--- config.mk ---
export PLATFORM = sky130hd
export DESIGN_NAME = dac_trig_ctrl
export DESIGN_NICKNAME = d
export VERILOG_FILES = /design/src/rtl/dac_tc_pkg.sv /design/src/rtl/dac_pin_cond.sv /design/src/rtl/dac_trig_sel.sv /design/src/rtl/dac_conv_timer.sv /design/src/rtl/dac_trig_ctrl.sv
export SDC_FILE = /design/constraint.sdc
export NUM_CORES = 1
export LEC_CHECK = 0
export ABC_AREA = 1
export BUFFER_PORTS_ARGS = -buffer_cell sky130_fd_sc_hd__buf_2
export CAP_MARGIN = 5
export CORE_UTILIZATION = 47
export DETAILED_ROUTE_END_ITERATION = 8
export GPL_ROUTABILITY_DRIVEN = 0
export MAX_ROUTING_LAYER = met4
export PLACE_DENSITY = 0.76
export RECOVER_POWER = 50
export SYNTH_ARGS = -nofsm -noshare
export SYNTH_HDL_FRONTEND = slang
export SYNTH_SLANG_ARGS = --single-unit
--- constraint.sdc ---
create_clock -name clk -period 2.3 [get_ports clk]
set_clock_uncertainty 0.15 [all_clocks]
set_input_delay 0.345 -clock clk [delete_from_list [all_inputs] [get_ports clk]]
set_output_delay 0.345 -clock clk [all_outputs]
set_load 0.02 [all_outputs]
--- src/rtl/dac_tc_pkg.sv ---
`timescale 1ns/1ps
package dac_tc_pkg;
  localparam int CODE_W   = 12;
  localparam int REG_W    = 32;
  localparam int ADDR_W   = 2;
  localparam int LEFT_LSB = 4;
  localparam int N_TMR    = 4;
  localparam int N_PWM    = 2;
  localparam int N_SRC    = 2 + N_TMR + N_PWM;
  localparam int SEL_W    = $clog2(N_SRC);
  localparam int FIN_BIT  = 0;
  localparam int UDR_BIT  = 1;
  localparam int BUSY_BIT = 8;

  typedef enum logic [ADDR_W-1:0] {
    A_CTL  = 2'd0,
    A_DAT  = 2'd1,
    A_SWT  = 2'd2,
    A_STAT = 2'd3
  } addr_e;

  typedef enum logic [1:0] {
    PIN_LOW  = 2'd0,
    PIN_HIGH = 2'd1,
    PIN_FALL = 2'd2,
    PIN_RISE = 2'd3
  } pin_mode_e;

  // Packed MSB first: bit 0 is trg_en.
  typedef struct packed {
    pin_mode_e        pin_mode;  // 9:8
    logic [SEL_W-1:0] src_sel;   // 7:5
    logic             udr_ien;   // 4
    logic             fin_ien;   // 3
    logic             dma_en;    // 2
    logic             left_al;   // 1
    logic             trg_en;    // 0
  } ctl_t;

  localparam int CTL_W = $bits(ctl_t);
endpackage

--- src/rtl/dac_pin_cond.sv ---
`timescale 1ns/1ps
module dac_pin_cond
  import dac_tc_pkg::*;
#(
  parameter int SYNC_STAGES = 2
) (
  input  logic      clk,
  input  logic      rst_q,
  input  logic      pin,
  input  pin_mode_e mode,
  output logic      evt
);
  logic [SYNC_STAGES-1:0] sync_q, sync_d;
  logic                   prev_q, prev_d;
  logic                   cur;

  always_comb begin
    sync_d = {sync_q[SYNC_STAGES-2:0], pin};
    prev_d = sync_q[SYNC_STAGES-1];
  end

  always_ff @(posedge clk or negedge rst_q) begin
    if (!rst_q) begin
      sync_q <= '0;
      prev_q <= 1'b0;
    end else begin
      sync_q <= sync_d;
      prev_q <= prev_d;
    end
  end

  assign cur = sync_q[SYNC_STAGES-1];

  always_comb begin
    unique case (mode)
      PIN_LOW:  evt = ~cur;
      PIN_HIGH: evt = cur;
      PIN_FALL: evt = prev_q & ~cur;
      PIN_RISE: evt = ~prev_q & cur;
      default:  evt = 1'b0;
    endcase
  end
endmodule

--- src/rtl/dac_trig_sel.sv ---
`timescale 1ns/1ps
module dac_trig_sel
  import dac_tc_pkg::*;
(
  input  logic [SEL_W-1:0] sel,
  input  logic             pin_evt,
  input  logic [N_TMR-1:0] tmr,
  input  logic [N_PWM-1:0] pwm,
  output logic             hw_evt
);
  logic [N_SRC-1:0] src_vec;

  // Slot 0 is the software source, which is not a hardware event.
  assign src_vec = {pwm, tmr, pin_evt, 1'b0};
  assign hw_evt  = src_vec[sel];
endmodule

--- src/rtl/dac_conv_timer.sv ---
`timescale 1ns/1ps
module dac_conv_timer #(
  parameter int BUSY_CYC = 8
) (
  input  logic clk,
  input  logic rst_q,
  input  logic start,
  output logic busy,
  output logic done
);
  localparam int CNT_W = $clog2(BUSY_CYC + 1);

  logic [CNT_W-1:0] cnt_q, cnt_d;
  logic             cnt_en;

  always_comb begin
    cnt_en = start | (cnt_q != '0);
    cnt_d  = start ? CNT_W'(BUSY_CYC) : cnt_q - 1'b1;
  end

  always_ff @(posedge clk or negedge rst_q) begin
    if (!rst_q)      cnt_q <= '0;
    else if (cnt_en) cnt_q <= cnt_d;
  end

  assign busy = (cnt_q != '0);
  assign done = (cnt_q == CNT_W'(1));
endmodule

--- src/rtl/dac_trig_ctrl.sv ---
`timescale 1ns/1ps
module dac_trig_ctrl
  import dac_tc_pkg::*;
#(
  parameter int BUSY_CYC    = 8,
  parameter int SYNC_STAGES = 2
) (
  input  logic              clk,
  input  logic              rst_n,
  input  logic              bus_we,
  input  logic [ADDR_W-1:0] bus_addr,
  input  logic [REG_W-1:0]  bus_wdata,
  output logic [REG_W-1:0]  bus_rdata,
  input  logic              ext_pin,
  input  logic [N_TMR-1:0]  tmr_pulse,
  input  logic [N_PWM-1:0]  pwm_pulse,
  output logic [CODE_W-1:0] dac_code,
  output logic              busy,
  output logic              dma_req,
  output logic              irq
);
  // Reset: asserted asynchronously, released on clk.
  logic [1:0] rst_pipe_q;
  logic       rst_q;

  always_ff @(posedge clk or negedge rst_n) begin
    if (!rst_n) rst_pipe_q <= '0;
    else        rst_pipe_q <= {rst_pipe_q[0], 1'b1};
  end
  assign rst_q = rst_pipe_q[1];

  ctl_t              ctl_q, ctl_d;
  logic [REG_W-1:0]  hold_q, hold_d;
  logic [CODE_W-1:0] code_q, code_d;
  logic              fin_q, fin_d, udr_q, udr_d, dma_q, dma_d;
  logic              ctl_en, hold_en, code_en;

  logic              wr_ctl, wr_dat, wr_swt, wr_stat;
  logic              pin_evt, hw_evt, conv_done;
  logic              start_data, start_sw, start_hw, accept, acc_hw;
  logic [REG_W-1:0]  conv_src;

  dac_pin_cond #(.SYNC_STAGES(SYNC_STAGES)) u_pin (
    .clk(clk), .rst_q(rst_q), .pin(ext_pin),
    .mode(ctl_q.pin_mode), .evt(pin_evt)
  );

  dac_trig_sel u_sel (
    .sel(ctl_q.src_sel), .pin_evt(pin_evt),
    .tmr(tmr_pulse), .pwm(pwm_pulse), .hw_evt(hw_evt)
  );

  dac_conv_timer #(.BUSY_CYC(BUSY_CYC)) u_tmr (
    .clk(clk), .rst_q(rst_q), .start(accept),
    .busy(busy), .done(conv_done)
  );

  // Bus decode
  always_comb begin
    wr_ctl  = bus_we & (bus_addr == A_CTL);
    wr_dat  = bus_we & (bus_addr == A_DAT);
    wr_swt  = bus_we & (bus_addr == A_SWT) & bus_wdata[0];
    wr_stat = bus_we & (bus_addr == A_STAT);
  end

  // Trigger qualification
  always_comb begin
    start_data = wr_dat & ~ctl_q.trg_en;
    start_sw   = wr_swt & ctl_q.trg_en & (ctl_q.src_sel == '0);
    start_hw   = hw_evt & ctl_q.trg_en & (ctl_q.src_sel != '0);
    accept     = ~busy & (start_data | start_sw | start_hw);
    acc_hw     = ~busy & start_hw;
    conv_src   = wr_dat ? bus_wdata : hold_q;
  end

  // Next state
  always_comb begin
    ctl_d  = ctl_t'(bus_wdata[CTL_W-1:0]);
    hold_d = bus_wdata;
    code_d = ctl_q.left_al ? conv_src[LEFT_LSB +: CODE_W] : conv_src[0 +: CODE_W];
    fin_d  = fin_q;
    udr_d  = udr_q;
    dma_d  = dma_q;
    if (wr_stat && bus_wdata[FIN_BIT]) fin_d = 1'b0;
    if (wr_stat && bus_wdata[UDR_BIT]) udr_d = 1'b0;
    if (conv_done)                     fin_d = 1'b1;
    if (wr_dat)                        dma_d = 1'b0;
    if (acc_hw && ctl_q.dma_en) begin
      if (dma_q && !wr_dat) udr_d = 1'b1;
      dma_d = 1'b1;
    end
    ctl_en  = wr_ctl;
    hold_en = wr_dat;
    code_en = accept;
  end

  // Registers
  always_ff @(posedge clk or negedge rst_q) begin
    if (!rst_q) begin
      ctl_q  <= '0;
      hold_q <= '0;
      code_q <= '0;
      fin_q  <= 1'b0;
      udr_q  <= 1'b0;
      dma_q  <= 1'b0;
    end else begin
      if (ctl_en)  ctl_q  <= ctl_d;
      if (hold_en) hold_q <= hold_d;
      if (code_en) code_q <= code_d;
      fin_q <= fin_d;
      udr_q <= udr_d;
      dma_q <= dma_d;
    end
  end

  // Read mux
  always_comb begin
    bus_rdata = '0;
    unique case (bus_addr)
      A_CTL:  bus_rdata[CTL_W-1:0] = ctl_q;
      A_DAT:  bus_rdata = hold_q;
      A_SWT:  bus_rdata = '0;
      A_STAT: begin
        bus_rdata[FIN_BIT]  = fin_q;
        bus_rdata[UDR_BIT]  = udr_q;
        bus_rdata[BUSY_BIT] = busy;
      end
      default: bus_rdata = '0;
    endcase
  end

  assign dac_code = code_q;
  assign dma_req  = dma_q;
  assign irq      = (fin_q & ctl_q.fin_ien) | (udr_q & ctl_q.udr_ien);
endmodule

==> impl.org, run 1 <==
** Run status
- Result of the run :: finished, final reports clean

** Yosys
- Summing the areas of all and, or, nand and nor instances in the mapped netlist gives 22.24% of the synthesized area.
- After synthesis, the largest family of logic cells by area is simple AND/OR/NAND/NOR gates.
- Compound-cell area share of the yosys netlist :: a little under an eighth
- Multiplexer share of the synthesized area :: 1.632%
- Netlist area before placement :: 3144 um2
- Gate count of the mapped netlist :: 386
- Net Count, Synth :: 433
- Parity-gate share of the synthesized area counting xor and xnor cells :: less than 1%
- For this run, the register share of the synthesized area comes to 52.53%.
- For this run, the number of Yosys warnings is 0.
- Counting flops and latches in the post-synthesis netlist gives 66.
- Count of different cell masters after synthesis :: 32
- Post-Synth Adder-Cell Area :: ~1.2%
- Synthesized area divided by synthesized cell count :: approximately 8 um2

** STA
- Setup violations remaining at the end of the flow were counted as 0.
- The routed design could run at a clock period as short as 2.135 ns.
- Measured slew at the worst slew-check pin :: 0.9299 ns
- Adding up every negative setup slack in the final design gives 0 ns.
- Setup repair after global routing left no endpoint under its margin.
- The final count of hold timing violations came to 0.
- Final Slew Violations :: 0
- Highest clock rate :: 468.5 MHz
- Headroom to the max-slew limit came out at about two fifths.
- Post-route fraction of the period consumed by the critical path :: 92.81%
- Hold Worst Slack :: between 0.07 and 0.08 ns
- Across all setup checks in the final design, the least slack found is between 0.15 and 0.2 ns.

** Global route
- Global route total overflow :: 0
- Entering global routing, the biggest net connects 42 pins.
- Wire length of the first global-routing pass :: 12.23 mm
- The number of global-route vias before repair is 2600.
- The initial antenna violation count is 0.
- For this run, the total global-route usage over all layers was measured as 22.88%.

** Placement
- Detailed Place HPWL :: 5.462 mm
- Number of port buffers :: 90
- Minimum setup slack after placement :: 0.3986 ns

** Route
- Before antenna repair, the detailed router went through 4 iterations.
- In this run, the number of DRC markers left after iteration 0 of detailed routing was roughly 160.
- Vias per cell :: roughly 4.8
- Summing over every cut layer, the via total after detailed routing is approximately 2700.
- The count of nets left with antenna violations once routing finished came out at 0.
- In the final routed layout, each cell accounts on average for 13.15 um.
- The routed design has 7.390 mm of wire.
- DRC violations left :: 0

** Die
- Core footprint :: approximately 6400 um2
- Std cell rows :: 29
- From left edge to right edge, the die measures 83.79 um.
- Top-level I/O count :: 91
- Total Die Area :: 7021 um2
- Die H :: between 80 and 90 um
- Initial core utilization :: 49.24%

** Layout
- Compared with the post-synthesis result, the final layout area differs by 22.20%.
- Final Net Count :: between 500 and 600
- The repair_antennas step left the layout with diodes totalling 0.
- Proportion of layout cells with a drive suffix above 1 :: approximately a quarter
- The layout has 564 filler cells.

** Power
- Leakage power :: 2.152 nW
- Cell Pwr Density :: 946.2 nW/um2
- Pwr Total :: between 3 and 4 mW
- Maximum vdd drop :: between 600 and 700 uV

** Run
- The tool flagged a number of max-cap violations equal to 0.

** CTS
- Clock transition at the registers of the reported paths :: 0.07 ns
- TritonCTS built the clock tree.
- Clock tree synthesis inserted a total of 9 buffers.
- The clock passes through at most 2 buffers.
- Clock net sink count :: 66
- The clock reaches the later pin of the worst-skew pair after 0.33 ns.
- The tree is rooted in a sky130_fd_sc_hd__clkbuf_8.
- Maximum level of the CTS H-tree :: 3
- Once the clock tree was built, the setup fixing pass inserted 0 buffers.

** Critical path
- The worst register-to-register path has a depth of 10.
- In this run the critical register-to-register path is launched from ctl_q[5]$_DFFE_PN0P_.
- Critical Path Start Type :: register
- Data on the critical path is required at its endpoint by approximately 1.8 ns.
- Critical Path AT :: 1.64 ns
- Across all register-to-register paths, the minimum setup slack is 0.47 ns.
- Capturing point of the worst reg2reg path :: dac_code[2]$_DFFE_PN0P_
- Type of the worst setup path :: register to output port
- Maximum fanout count along the critical path :: 6
- In this run the worst setup path terminates at bus_rdata[8].
- Tracing the worst setup path back leads to its startpoint at u_tmr.cnt_q[0]$_DFFE_PN0P_.
- Nature of the critical path endpoint :: output port

** Min path
- In this run the worst hold path is classified as primary input to register.
power breakdown:
group / total (mW) / switching (mW) / internal, mW
clock network: 0.932 / 0.435 / 0.498
registers: 1.57 / 0.146 / 1.43
logic: 1.13 / 0.738 / 0.394
total: 3.64 / 1.32 / 2.32
layer usage:
metal,routed length [um],track usage (%),vias to the layer above
met2,3261,33.48,128
met1,3426,31.04,1193
met3,538,4.847,18
met4,163,9.707,0
met5,0,-,-
li1,-,-,1386
metrics by stage:
| step | util (%) | std cells | area, um2 |
|---|---|---|---|
| floorplan | - | 386 | 3144 |
| global placement | 57.33 | 544 | 3661 |
| detailed placement | 57.33 | 544 | 3661 |
| CTS | 60.56 | 562 | 3867 |
| global route | 60.17 | 562 | 3842 |
| finish | 60.17 | 562 | 3842 |
cell usage after synthesis (all sizes together):
master  number  area (um2)
nand2      103       411.6
dfrtp       66        1652
inv         63       236.5
o21ai       46       249.0
nor2        40       157.6
nand3       20       100.1
buf         11       73.82
a21oi        6       33.78
o22ai        6       37.54
clkbuf       4       15.01
mux2i        4       40.04
ha           3       37.54
nand4        3       18.77
o221ai       3       26.28
clkinv       1       3.750
conb         1       3.750
mux2         1       11.26
nor3         1       5.000
o31ai        1       7.510
or2          1       6.260
xnor2        1       8.760
xor2         1       8.760
sequential cells by signal, indices dropped and copies added, names as in the netlist:
register      count
u_pin.prev_q      1
hold_q           32
u_pin.sync_q      2
rst_pipe_q        2
dma_req           1
ctl_q            10
dac_code         12
u_tmr.cnt_q       4
udr_q             1
fin_q             1
placed cells by master, fill, tap and decap left out, types with 4 or more instances in the layout:
cell type	instances
sky130_fd_sc_hd__inv_2	5
sky130_fd_sc_hd__o21ai_2	5
sky130_fd_sc_hd__inv_1	58
sky130_fd_sc_hd__dfrtp_1	66
sky130_fd_sc_hd__clkbuf_8	9
sky130_fd_sc_hd__o21ai_1	6
sky130_fd_sc_hd__nand2_2	7
sky130_fd_sc_hd__nand3_1	20
sky130_fd_sc_hd__a21oi_1	5
sky130_fd_sc_hd__mux2i_1	4
sky130_fd_sc_hd__nor2_1	40
sky130_fd_sc_hd__o21ai_0	35
sky130_fd_sc_hd__clkbuf_1	4
sky130_fd_sc_hd__buf_2	88
sky130_fd_sc_hd__o22ai_1	6
sky130_fd_sc_hd__buf_4	5
sky130_fd_sc_hd__nand2_1	96
logic make-up after synthesis:
logic type      count (synthesis)
compound gates                 62
flops                          66
fa+ha+maj                       3
mux                             5
simple gates                  168
buf+inv                        79
xor+xnor                        2
other cells                     1
repair_timing:
item | CTS | global route
gates resized for setup | 0 | 2
hold buffers | 2 | 0
hold endpoints to repair | 3 | 0
setup endpoints to repair | 0 | 1
area by class of cell:
type	instances	area (um2)	area share (%)
multi-input cells	241	1155	30.06
well taps	77	96.34	2.507
inverters	64	240.2	6.252
clock buffers	11	131.4	3.419
flip-flops and latches	66	1652	42.98
clock inverters	5	55.05	1.433
repair buffers	98	513.0	13.35
critical path, cell delays in order, from the launching register on:
cell,delay (ns)
sky130_fd_sc_hd__dfrtp_1,0.41
sky130_fd_sc_hd__inv_1,0.13
sky130_fd_sc_hd__ha_1,0.16
sky130_fd_sc_hd__nand3_1,0.15
sky130_fd_sc_hd__inv_2,0.16
sky130_fd_sc_hd__o221ai_2,0.11
sky130_fd_sc_hd__buf_2,0.18
worst min path at each step:
stage	startpoint	endpoint	depth (start not counted)
floorplan	rst_n	rst_pipe_q[0]$_DFF_PN0_	0
global placement	rst_n	rst_pipe_q[0]$_DFF_PN0_	1
detailed placement	rst_n	rst_pipe_q[0]$_DFF_PN0_	1
CTS	bus_wdata[16]	hold_q[16]$_DFFE_PN0P_	3
global route	bus_wdata[28]	hold_q[28]$_DFFE_PN0P_	3
finish	bus_wdata[17]	hold_q[17]$_DFFE_PN0P_	3
Power figures use the tool's default switching activity.
==> inputs of run 2 (changes only) <==
--- a/config.mk
+++ b/config.mk
@@ -12,7 +12,7 @@
 export DETAILED_ROUTE_END_ITERATION = 8
 export GPL_ROUTABILITY_DRIVEN = 0
 export MAX_ROUTING_LAYER = met4
-export PLACE_DENSITY = 0.76
+export PLACE_DENSITY = 0.73
 export RECOVER_POWER = 50
 export SYNTH_ARGS = -nofsm -noshare
 export SYNTH_HDL_FRONTEND = slang
==> constraint.sdc (replaced) <==
create_clock -name clk -period 2.5 [get_ports clk]
set_clock_uncertainty 0.15 [all_clocks]
set_input_delay 0.375 -clock clk [delete_from_list [all_inputs] [get_ports clk]]
set_output_delay 0.375 -clock clk [all_outputs]
set_load 0.02 [all_outputs]
==> impl.org, run 2 (synthesis gave the netlist of run 1 again) <==
** Placement
- Number of port buffers :: 90 (unchanged)
- Detailed Place HPWL :: 5.318 mm (-2.6%)
- The post-placement cell count was 541 (-0.55%).

** Critical path
- Buffers and inverters on the worst path :: 3 (unchanged)
- In this run the critical register-to-register path is launched from ctl_q[5]$_DFFE_PN0P_.
- Maximum fanout count along the critical path :: 4 (-2)
- The worst setup path is captured at an output port.
- Crit-path cells :: inv_1 -> ha_1 -> nand3_1 -> inv_1 -> o221ai_1 -> buf_2
- Tracing the worst setup path back leads to its startpoint at u_tmr.cnt_q[0]$_DFFE_PN0P_.
- The critical path data arrival time was 1.65 ns (about the same).
- Crit-path leading delay family :: buffers and inverters
- Critical Path Start Type :: register
- Cell with the most instances on the worst path :: sky130_fd_sc_hd__inv_1
- Max stage delay cell, worst path :: sky130_fd_sc_hd__dfrtp_1
- The delay of the slowest cell on the worst path was 0.38 ns (-0.03 ns).
- Type of the worst setup path :: register to output port
- Data required time of the worst path :: 1.98 ns (+0.18 ns)

** Global route
- The global route total overflow was 0 (unchanged).
- Wire length of the first global-routing pass :: 12.03 mm (-1.7%)
- Initial antenna violation count :: 0 (unchanged)
- Via count of the first global-routing pass :: 2592 (-0.31%)
- The largest net degree at the start of global routing came to 37 (-12%).
- The global-route usage over all layers was 22.48% (-0.40 points).

** Layout
- The number of diodes added for antenna fixing is 0 (unchanged).
- The total number of nets in the final design came to 524 (-0.57%).
- Leading cell type in the layout, fill and taps excluded :: sky130_fd_sc_hd__nand2_1
- The proportion of layout cells with a drive suffix above 1 was 24.48% (-2.1 points).
- Most frequent cells in the layout :: sky130_fd_sc_hd__nand2_1 (95), sky130_fd_sc_hd__buf_2 (85), sky130_fd_sc_hd__dfrtp_1 (66), sky130_fd_sc_hd__inv_1 (61)
- The flip-flop count of the largest register, all copies and words added is 32 (unchanged).
- Area Overhead vs Synth :: 22.76%
- The register with the most flip-flops in the final layout is hold_q.
- Utilization after layout :: 60.44% (+0.27 points)
- The post-route non-filler standard cell count came to 559 (-0.53%).

** Power
- The total power per unit cell area came to 898.8 nW/um2 (-5.0%).
- The maximum vdd drop came to 490.5 uV (-27%).
- The leakage power was 2.162 nW (+0.47%).

** Route
- The DRC violation count after routing is 0 (unchanged).
- The overall via count from detail_route came to 2697 (-1.0%).
- Total Wirelength :: 7.179 mm (-2.9%)
- Detailed Routing Iterations Pass 1 :: 4 (unchanged)
- The vias per cell came to 4.825 (-0.50%).
- The average wire per standard cell was 12.84 um (-2.3%).
- Remaining antenna violation count :: 0 (unchanged)
- Initial DRC Count :: 154 (-6.1%)

** Die
- Total Die Area :: 7021 um2 (unchanged)
- Std cell rows :: 29 (unchanged)
- The height of the chip is 83.79 um (unchanged).
- Top-level I/O count :: 91 (unchanged)
- The placeable core region is 6386 um2 (unchanged).
- Initial core utilization :: 49.24% (unchanged)
- Die X :: 83.79 um (unchanged)

** STA
- Measured slew at the worst slew-check pin :: 1.249 ns (+0.3191 ns)
- Final Slew Violations :: 0 (unchanged)
- Final setup vio count :: 0 (unchanged)
- Of the available clock period, the critical path in the final layout requires between 80 and 90%.
- Summed negative setup slack over all endpoints :: 0 ns (unchanged)
- The worst hold slack across all endpoints is 0.09273 ns (+0.01738 ns).
- Highest clock rate :: 459.7 MHz
- Setup repair after global routing left no endpoint under its margin.
- The worst path needs 2.175 ns of the cycle, external delays included.
- Count of final hold-check violations :: 0 (unchanged)
- The headroom to the max-slew limit is 16.74% (-21 points).

** CTS
- CTS root buf :: sky130_fd_sc_hd__clkbuf_8
- The number of post-CTS setup repair buffers is 0 (unchanged).
- The number of buffers on the longest clock path was 2 (unchanged).
- Clock net sink count :: 66 (unchanged)
- The source-to-sink clock delay at the later pin of the worst-skew pair came to 0.34 ns (about the same).
- Clock transition at the registers of the reported paths :: 0.07 ns (about the same)
- The H-tree depth reported by CTS came to 3 (unchanged).
- CTS buffer count :: 9 (unchanged)
- TritonCTS built the clock tree.
- PostCTS Resize Cnt :: 0 (unchanged)

** Min path
- The min-delay analysis places its worst path in the category primary input to register.
- The worst hold path begins at bus_wdata[27].

** Run status
- The flow ran to the end, and the final reports show no timing, DRC or antenna violations.

** Run
- Count of max-cap constraint violations :: 0 (unchanged)
[run 2: final timing paths]
check / end / slack [ns] / cells past startpoint
min in group asynchronous: rst_pipe_q[1]$_DFF_PN0_ / 0.20 / 2
worst min-delay path: hold_q[27]$_DFFE_PN0P_ / 0.09 / 3
worst max-delay path: bus_rdata[8] / 0.32 / 6
max in group asynchronous: hold_q[15]$_DFF_PN0_ / 1.05 / 1
worst max register to register: dac_code[1]$_DFFE_PN0P_ / 0.58 / 10
worst min register to register: u_pin.sync_q[1]$_DFF_PN0_ / 0.21 / 0
[run 2: cell type report]
type | instances | area, um2
fill | 582 | 2526
tap | 77 | 96.34
timing repair buffer | 95 | 499.2
clock inverter | 6 | 90.09
inverter | 64 | 240.2
multi-input combinational | 241 | 1145
clock buffer | 10 | 137.6
sequential | 66 | 1652
[run 2: where the power goes]
| group | leakage (nW) | switching [mW] | internal (mW) |
|---|---|---|---|
| logic | 1.25 | 0.662 | 0.353 |
| clock network | 0.112 | 0.413 | 0.590 |
| registers | 0.795 | 0.139 | 1.31 |
| total | 2.16 | 1.21 | 2.25 |
[run 2: per-stage QoR]
step	power [mW]	setup WS, ns	cell area (um2)
final	3.469	0.3245	3860
after global routing	3.703	0.2162	3860
after CTS	3.511	0.2955	3886
after detailed placement	2.498	0.4167	3638
after global placement	2.460	0.4988	3638
after floorplan	2.169	0.3761	3144
[run 2: metal layers]
layer | share of wire, % | track usage [%]
met5 | 0 | -
met4 | 1.6 | 7.858
met3 | 6.1 | 4.748
met2 | 45 | 33.26
met1 | 48 | 30.91
[run 2: timing repair]
action                                 CTS  global route
endpoints found under the hold margin    3             0
hold buffers                             2             0
setup endpoints to repair                0             0
[run 2: worst min-delay path, stage by stage]
cell,delay (ns)
sky130_fd_sc_hd__buf_2,0.08
sky130_fd_sc_hd__nand2_1,0.04
sky130_fd_sc_hd__o21ai_0,0.06
